<file path="config.mk">
export PLATFORM = sky130hd
export DESIGN_NAME = page_write_seq
export DESIGN_NICKNAME = d
export VERILOG_FILES = /design/src/rtl/page_write_seq.sv
export SDC_FILE = /design/constraint.sdc
export NUM_CORES = 1
export LEC_CHECK = 0
export ABC_AREA = 1
export BUFFER_PORTS_ARGS = -buffer_cell sky130_fd_sc_hd__buf_2
export CAP_MARGIN = 20
export CORE_MARGIN = 5
export CORE_UTILIZATION = 61
export CTS_CLUSTER_DIAMETER = 60
export DETAILED_ROUTE_END_ITERATION = 6
export HOLD_SLACK_MARGIN = 0.08
export PLACE_DENSITY = 0.79
export SLEW_MARGIN = 40
export SYNTH_ARGS = -nofsm -noshare
export SYNTH_HDL_FRONTEND = slang
export SYNTH_SLANG_ARGS = --single-unit
</file>
<file path="constraint.sdc">
create_clock -name clk -period 2.78 [get_ports clk]
set_input_delay 0.417 -clock clk [delete_from_list [all_inputs] [get_ports clk]]
set_output_delay 0.417 -clock clk [all_outputs]
set_load 0.05 [all_outputs]
</file>
<file path="src/rtl/page_write_seq.sv">
module page_write_seq #(
  parameter int AW          = 13,
  parameter int PAGE_BYTES  = 32,
  parameter int PROG_CYCLES = 1000
) (
  input  logic          clk,
  input  logic          rst_n,
  input  logic          wel,
  input  logic          start_vld,
  input  logic [AW-1:0] start_addr,
  input  logic          byte_vld,
  input  logic [7:0]    byte_data,
  input  logic          cs_rise,
  input  logic          cs_aligned,
  output logic [AW-1:0] chk_addr,
  input  logic          chk_prot,
  output logic          mem_we,
  output logic [AW-1:0] mem_addr,
  output logic [7:0]    mem_wdata,
  output logic          busy,
  output logic          wel_clr
);
  localparam int PW = $clog2(PAGE_BYTES);
  localparam int CW = $clog2(PROG_CYCLES + 1);

  typedef enum logic [1:0] {S_IDLE, S_LOAD, S_PROG, S_WAIT} state_t;

  state_t                 state;
  logic [AW-PW-1:0]       page;
  logic [PW-1:0]          ofs;
  logic [PW-1:0]          idx;
  logic [PAGE_BYTES-1:0]  mask;
  logic [CW-1:0]          cnt;
  logic [7:0]             pbuf [PAGE_BYTES];

  assign chk_addr  = {page, idx};
  assign mem_addr  = chk_addr;
  assign mem_wdata = pbuf[idx];
  assign mem_we    = (state == S_PROG) && mask[idx] && !chk_prot;
  assign busy      = (state == S_PROG) || (state == S_WAIT);
  assign wel_clr   = (state == S_WAIT) && (cnt == '0);

  always_ff @(posedge clk) begin
    if (!rst_n) begin
      state <= S_IDLE;
      page  <= '0;
      ofs   <= '0;
      idx   <= '0;
      mask  <= '0;
      cnt   <= '0;
    end else begin
      case (state)
        S_IDLE: if (start_vld && wel) begin
          state <= S_LOAD;
          page  <= start_addr[AW-1:PW];
          ofs   <= start_addr[PW-1:0];
          mask  <= '0;
        end
        S_LOAD: if (cs_rise) begin
          idx   <= '0;
          state <= (cs_aligned && |mask) ? S_PROG : S_IDLE;
        end else if (byte_vld) begin
          mask[ofs] <= 1'b1;
          ofs       <= ofs + PW'(1);
        end
        S_PROG: begin
          idx <= idx + PW'(1);
          if (idx == PW'(PAGE_BYTES - 1)) begin
            state <= S_WAIT;
            cnt   <= CW'(PROG_CYCLES - 1);
          end
        end
        S_WAIT: begin
          if (cnt == '0) state <= S_IDLE;
          else           cnt   <= cnt - CW'(1);
        end
        default: state <= S_IDLE;
      endcase
    end
  end

  always_ff @(posedge clk)
    if (state == S_LOAD && !cs_rise && byte_vld) pbuf[ofs] <= byte_data;

endmodule

</file>
# Word level (Yosys, flattened, before mapping)
# Memory sizes are Yosys's and may differ from the RTL's. A register that Yosys moved wholly into a read port is not among the register bits.
# Index checks and enable logic that the tools add are counted.
[classes]
muxes = 27
add_sub_neg = 3
magnitude_cmp = 3
eq_ne = 11
n_bitwise = 1
n_reduce_logical = 22
[op_table]
columns = ["op", "count"]
rows = [
  ["two-way mux 32 bit", 3],
  ["one-hot mux 32 bit (2 select lines)", 1],
  ["bitwise OR 32 bit", 1],
  ["OR reduction 32 bit", 1],
  ["two-way mux 5 bit", 6],
  ["two-way mux 10 bit", 2],
  ["one-hot mux 10 bit (2 select lines)", 1],
  ["one-hot mux 5 bit (2 select lines)", 2],
  ["< comparator 5 x 6 -> 1 bit, second input constant", 2],
  ["adder 5 x 1 -> 5 bit, second input constant", 2],
  ["zero test 10 bit", 1],
  ["two-way mux 2 bit", 5],
  ["!= test 2 bit, second input constant", 5],
  ["subtractor 10 x 1 -> 10 bit, second input constant", 1],
  ["logical AND 1 bit", 8],
  ["one-hot mux 2 bit (4 select lines)", 1],
  ["AND reduction 4 bit", 2],
  ["nonzero test 2 bit", 3],
  ["binary-select mux 1 bit (select 5 bit)", 1],
  ["demux 1 bit (select 5 bit)", 1],
  ["== test 5 bit, second input constant", 1],
  ["greater-or-equal comparator 5 x 1 -> 1 bit, second input constant", 1],
  ["== test 2 bit, second input constant", 2],
  ["two-way mux 1 bit", 4],
  ["7 further kinds", 10],
]
[word_totals]
mem_bits_rw = 256
word_cells = 74
output_inout_bits = 37
n_memories = 1
reg_bits = 62
inputBits = 29
[mem_list]
columns = ["memory", "words", "width", "read_ports", "rd_ports_with_merged_regs", "wr", "line", "rtl"]
rows = [
  ["pbuf", 32, 8, 1, 1, 1, "34", "logic [7:0] pbuf [PAGE_BYTES];"],
]

# Longest topological paths before layout
# Gate-level depths: netlist of the first run.
[logic_depth]
ltp_word = 8
depth_mapped = 10
ltp_nobuf = 9

# Least setup slack after synthesis of the first run
# No wires, ideal clock.
[synth_path]
path_type = "register -> output"
start = "register idx[1]"
end = "output port mem_we"
required_time_ps = 2363
t_arrival_ps = 2132
path_buffers = 0
stages_incl_launch_ff = 9
slack_ps = 231
path_cell_list = "dfxtp_1 clkinv_1 nand3_1 nand3_1 nand2_1 nand2_1 nand3_1 nand2_1 nor2_1"
[synth_between]
elab_chain_len = 4
[synth_rtl]
columns = ["item", "line", "rtl"]
rows = [
  ["from (decl)", "31", "logic [PW-1:0] idx;"],
  ["from (signal assigned)", "67", "idx <= idx + PW'(1);"],
  ["binary-select mux 1 bit (select 5 bit)", "39", "assign mem_we = (state == S_PROG) && mask[idx] && !chk_prot;"],
  ["two-way mux 1 bit (implied by the code)", "39", ""],
  ["logical AND 1 bit (2 in series)", "39", ""],
  ["to (decl)", "17", "output logic mem_we,"],
]
# Every way passes these cells. The select of a mux whose other input is x is not followed.

==> metrics.csv, run 1 <==
stage;metric;value;unit
clocking;cts_tree;yes;
cells_and_area;final_cell_mix;nand2_1, nand3_1, edfxtp_1;
timing;fin_crit;2.68;ns
yosys;async_flop_share;0;%
floorplanning;die_width;161;um
critical_path;r2r-end;pbuf[17][7]$_DFFE_PP_;
global_route;grt_pass1_wl;54800;um
clocking;htreeDepth;2;
critical_path;slowest_delay;0.46;ns
yosys;synthFlopType;edfxtp_1;
pwr;p_int;8.65;mW
yosys;avgSynthCellArea;9.98;um^2
global_route;gr-total-overflow;0;
clocking;numCtsBuffers;34;
critical_path;crit_path_end_kind;output pin;
clocking;clock_tree.root_cell;clkbuf_16;
place;post-place-ws;0.421;ns
detailed_routing;drt_iter0_drc;1218;
pwr;p_per_area;745;nW/um^2
yosys;synth_warnings;0;
cells_and_area;diodes;0;
pwr;switchingPower;3.17;mW
hold_path;min_to;page[6]$_SDFFE_PN0P_;
cells_and_area;drive_gt1_share;13.1;%
flow_run;drv_cap;0;
floorplanning;initial_utilization;61.7;%
timing;fin_ws;0.0988;ns
cells_and_area;layout.nets;1494;
global_route;grt_pass1_vias;10100;
outcome;status;finished, final reports clean;
yosys;syn-cell-area;13900;um^2
yosys;ys_types;32;
detailed_routing;drc;0;
detailed_routing;ant_nets;0;
timing;drv_slew;0;
detailed_routing;via_per_inst;5.99;
clocking;cts_setup_buffers;0;
pwr;peakVddDrop;0.541;mV
clocking;clock_sinks;323;
detailed_routing;wl_per_cell;20.0;um
critical_path;worstPathCellList;buf_16 > nand2_1 > nand3_1 > nand3_1 > nand2_1 > nand2_1 > nand3_1 > and2_1 > clkbuf_4;
yosys;synth_edf_count;256;
yosys;synthCells;1392;
global_route;grt_usage;26.8;%
detailed_routing;vias;10600;
critical_path;critPathLaunchType;flip-flop;
pwr;leakage;6.02;nW
timing;max-slew-margin-rel;47.2;%
global_route;antenna_found_initial;0;
cells_and_area;layout.cells.most_common;nand2_1;
cells_and_area;fill_cells;1594;
clocking;cts_hold_buf;0;
cells_and_area;area_growth_syn_to_layout;14.1;%
floorplanning;rows;55;
timing;hold_viol_final;0;
yosys;syn-num-nets;1428;
floorplanning;die_area;25900;um^2
pwr;clkPwrFrac;40.0;%
timing;finalCritPeriodShare;96.4;%
yosys;synth-seq-cells;323;
critical_path;rr_worst_depth;6;
yosys;seq_area_frac_synth;65.0;%
hold_path;min_from;start_addr[11];
critical_path;cpMaxStageDelayCell;dfxtp_4;
clocking;clk_pin_slew;0.06;ns
clocking;clkLatencyLatePin;0.51;ns
critical_path;crit_fanout;64;
detailed_routing;first_pass_iters;6;
critical_path;worst-path-buf-inv;2;
timing;final-setup-viol-count;0;
hold_path;hold_class;input pin to flip-flop;
critical_path;required;2.36;ns
timing;worst_pin_slew;0.786;ns
timing;tns;0;ns
place;routabilityCongestion;0.895;
critical_path;timing.rr.start;ofs[3]$_SDFFE_PN0P_;
critical_path;crit_arrival;2.26;ns
global_route;grt_max_degree;65;
critical_path;worstSetupPathType;flip-flop to output pin;
place;io_buffer_count;65;
timing;clock_skew;0.0184;ns
floorplanning;die_h;161;um
pwr;comb_power_share;14.7;%
place;dp_hpwl;20700;um
clocking;clock_path_buffers;3;
pwr;seq_power_share;45.4;%
floorplanning;core;22500;um^2
detailed_routing;totalWireLength;35300;um
cells_and_area;fin_util;70.5;%
critical_path;critical_path.top_delay_family;simple AND/OR/NAND/NOR gates;
pwr;netSwitchingFraction;26.8;%
timing;max_freq;373;MHz
critical_path;r2r_slack;0.71;ns
hold_path;hold_depth;3;
floorplanning;pin_count;66;
## power groups by stage
stage | combinational (mW) | sequential (mW) | clock [mW]
finish | 1.73 | 5.36 | 4.72
detailed placement | 1.62 | 5.45 | 0
CTS | 1.67 | 5.35 | 4.77
floorplan | 1.13 | 5.49 | 0
global placement | 1.60 | 5.45 | 0
global route | 1.87 | 5.37 | 4.99
## Yosys cell counts, types with 2 or more instances
library cell  number  share of area (%)
o21ai_0           22               0.79
ha_1               7               0.63
or2_2              3               0.14
clkinv_1           4               0.11
edfxtp_1         256                 55
nand2_1          406                 11
nand3_1          281                 10
a21oi_1           49                1.8
nand4_1            8               0.36
and2_1             8               0.36
xor2_1             3               0.19
inv_1             65                1.8
nor2_1            65                1.8
clkbuf_1          17               0.46
inv_2              4               0.11
nand2_4            2               0.16
buf_6              4               0.32
a31oi_1            6               0.27
buf_4             24                1.3
buf_1              9               0.24
dfxtp_1           67                9.7
nor3_1            34                1.2
buf_2             35                1.3
nand2_2            5               0.23
## how the worst max path moves through the flow
stage                         endpoint  slack (ns)  cells past startpoint                start
final                     mem_wdata[3]         0.1                      9            flip-flop
after global routing      mem_wdata[3]       -0.02                      9            flip-flop
after CTS                 mem_wdata[7]        0.01                      9            flip-flop
after detailed placement  mem_wdata[4]        0.42                      9            flip-flop
after global placement    mem_wdata[1]        0.41                      9            flip-flop
after floorplan                 mem_we        0.23                      8  idx[1]$_SDFFE_PN0P_
## layer usage
metal,up-vias,share of wire [%],track usage [%]
met3,78,11,5.62
met2,636,48,42.9
li1,4883,-,-
met4,0,2.4,7.75
met5,-,0,0
met1,4995,39,37.7
## cell families (layout without fill, tap and decap cells)
group / after synthesis / count (layout) / share of synthesized area [%]
XOR/XNOR: 3 / 3 / 0.189
adder cells (fa/ha/maj): 7 / 7 / 0.630
buffers and inverters: 164 / 254 / 5.66
AO/OA/AOI/OAI: 79 / 79 / 3.00
AND/OR/NAND/NOR: 816 / 816 / 25.5
flip-flops: 323 / 323 / 65.0
## final cells by class
cell class | count | area, um^2 | share of cell area (%)
clock buffers | 41 | 951 | 6.00
inverters | 75 | 299 | 1.89
repair buffers | 119 | 902 | 5.69
clock inverters | 19 | 230 | 1.45
well taps | 285 | 357 | 2.25
multi-input cells | 905 | 4080 | 25.7
flip-flops and latches | 323 | 9040 | 57.0
## worst register-to-register path: stages, from the launching register on
cell     delay (ns)
dfxtp_1        0.35
inv_1          0.14
nand2_1        0.09
nor2_1         0.40
inv_1          0.26
nor3_1         0.32
buf_4          0.24
## repair_timing
| item | CTS | global route |
|---|---|---|
| gates resized for setup | 4 | 21 |
| setup endpoints to repair | 8 | 8 |
| gates cloned | 1 | 1 |
## sequential cells by signal, indices dropped and copies added (netlist names), named ones only
register	flops
cnt	10
idx	5
mask	32
ofs	5
page	8
pbuf	256
state	1
## metrics by stage
stage	cell area [um^2]	hold slack, ns	total power [mW]	instances
floorplan	13900	0.443	6.62	1392
global placement	14600	0.457	7.05	1705
detailed placement	14600	0.460	7.08	1705
CTS	15800	0.161	11.8	1766
global route	15900	0.175	12.2	1767
finish	15900	0.179	11.8	1767
Power figures use the tool's default switching activity.
==> inputs of run 2 (changes only) <==
Clock period 2.78 ns to 2.8 ns, I/O delays scaled along.
==> run 2 against run 1 <==
Effect of this change: die area is the same; sequential cell count unchanged; largest cell class unchanged; sequential power shrank 0.7%; cell count up 0.17%.
==> metrics.csv, run 2 (same netlist as run 1, synthesis figures left out) <==
stage;metric;value;unit
clocking;clock_path_buffers;3;
hold_path;hold_class;input pin to flip-flop;
pwr;netSwitchingFraction;28.3;%
cells_and_area;layout.cells.most_common;nand2_1;
timing;final-setup-viol-count;0;
cells_and_area;final_cell_mix;nand2_1, nand3_1, edfxtp_1, nor2_1, dfxtp_1;
cells_and_area;drive_gt1_share;13.5;%
clocking;cts_hold_buf;0;
cells_and_area;fin_util;70.1;%
detailed_routing;via_per_inst;5.99;
floorplanning;pin_count;66;
critical_path;worstSetupPathType;flip-flop to output pin;
flow_run;drv_cap;0;
detailed_routing;drc;0;
place;post-place-ws;0.446;ns
pwr;seq_power_share;47.8;%
clocking;numCtsBuffers;31;
detailed_routing;totalWireLength;35600;um
global_route;grt_pass1_vias;10100;
cells_and_area;top_regs;pbuf x256, mask x32, cnt x10;
outcome;status;finished, final reports clean;
critical_path;critPathLaunchType;flip-flop;
floorplanning;rows;55;
floorplanning;die_h;161;um
cells_and_area;largest_reg_flops;256;
pwr;clkPwrFrac;36.2;%
timing;whs;0.117;ns
timing;max-slew-margin-rel;48.9;%
detailed_routing;vias;10600;
clocking;clock_tree.root_cell;clkbuf_16;
timing;fin_ws;0.0337;ns
clocking;clk_pin_slew;0.06;ns
cells_and_area;layout.nets;1496;
cells_and_area;stdcell_area;15800;um^2
critical_path;crit_path_end_kind;output pin;
critical_path;crit_arrival;2.35;ns
floorplanning;initial_utilization;61.7;%
cells_and_area;regMostFlops;pbuf;
global_route;grt_max_degree;65;
global_route;antenna_found_initial;0;
place;io_buffer_count;65;
timing;clock_skew;0.00745;ns
detailed_routing;first_pass_iters;7;
critical_path;crit_fanout;32;
pwr;comb_power_share;16.0;%
pwr;peakVddDrop;0.511;mV
clocking;htreeDepth;1;
timing;hold_viol_final;0;
cells_and_area;diodes;0;
timing;max_freq;361;MHz
cells_and_area;area_growth_syn_to_layout;13.6;%
timing;fin_crit;2.77;ns
detailed_routing;drt_iter0_drc;1144;
floorplanning;die_width;161;um
place;dpl_cell_area;14600;um^2
cells_and_area;finalNonFillerCells;1770;
place;routabilityCongestion;0.902;
detailed_routing;ant_nets;0;
floorplanning;die_area;25900;um^2
clocking;clkLatencyLatePin;0.56;ns
timing;tns;0;ns
place;dp_cells;1705;
timing;drv_slew;0;
detailed_routing;wl_per_cell;20.1;um
floorplanning;core;22500;um^2
pwr;p_int;7.99;mW
clocking;clock_sinks;323;
global_route;grt_usage;26.6;%
global_route;grt_pass1_wl;54800;um
timing;worst_pin_slew;0.766;ns
clocking;cts_tree;yes;
critical_path;required;2.38;ns
pwr;finalPower;11.1;mW
global_route;gr-total-overflow;0;
timing;finalCritPeriodShare;98.8;%
pwr;p_per_area;706;nW/um^2
pwr;leakage;5.98;nW
place;dp_hpwl;21100;um
pwr;switchingPower;3.15;mW
==> run 2: changes by cell type in the layout (fill, tap and decap cells not counted), sizes merged <==
cell | before | now
buf | 115 | 119
clkinv | 17 | 21
inv | 70 | 71
bufinv | 5 | 2
clkbuf | 45 | 42
==> run 2: final timing paths <==
path	start	to	slack (ns)	depth (start not counted)
worst max register to register	ofs[3]$_SDFFE_PN0P_	pbuf[24][6]$_DFFE_PP_	0.76	5
worst min register to register	mask[3]$_SDFFE_PN0P_	mask[3]$_SDFFE_PN0P_	0.47	2
worst max-delay path	flip-flop	mem_wdata[6]	0.03	10
worst min-delay path	start_addr[11]	page[6]$_SDFFE_PN0P_	0.12	3
==> run 2: final cells by class <==
type	instances	area, um^2
clock buffer	37	808
clock inverter	21	173
fill	1591	6720
inverter	75	305
multi-input combinational	905	4110
sequential	323	9040
tap	285	357
timing repair buffer	124	1000
==> run 2: timing repair <==
| item | in CTS | in global routing |
|---|---|---|
| buffers inserted | 0 | 3 |
| setup endpoints to repair | 8 | 9 |
| cloned | 1 | 3 |
| resized for setup | 10 | 17 |
==> run 2: power groups by stage <==
stage	clock [mW]	combinational (mW)	sequential, mW
floorplan	0	1.12	5.45
global placement	0	1.59	5.41
detailed placement	0	1.62	5.42
CTS	4.07	1.66	5.32
global route	4.28	1.92	5.33
finish	4.04	1.79	5.32
==> run 2: routing by layer <==
layer / up-vias / wire (um) / global-route usage [%]
met2: 688 / 16600 / 41.9
met4: 0 / 967 / 7.99
li1: 4886 / - / -
met1: 4927 / 13900 / 37.9
met3: 100 / 4230 / 5.47
met5: - / 0 / 0
==> run 2: critical path, cell delays in order, from the launching register on <==
cell and delay [ns]:
dfxtp_4 0.46, buf_12 0.15, clkbuf_16 0.23, nand2_1 0.08
nand3_1 0.08, nand3_1 0.09, nand2_1 0.10, nand2_1 0.05
nand3_1 0.13, and2_1 0.22, buf_6 0.18
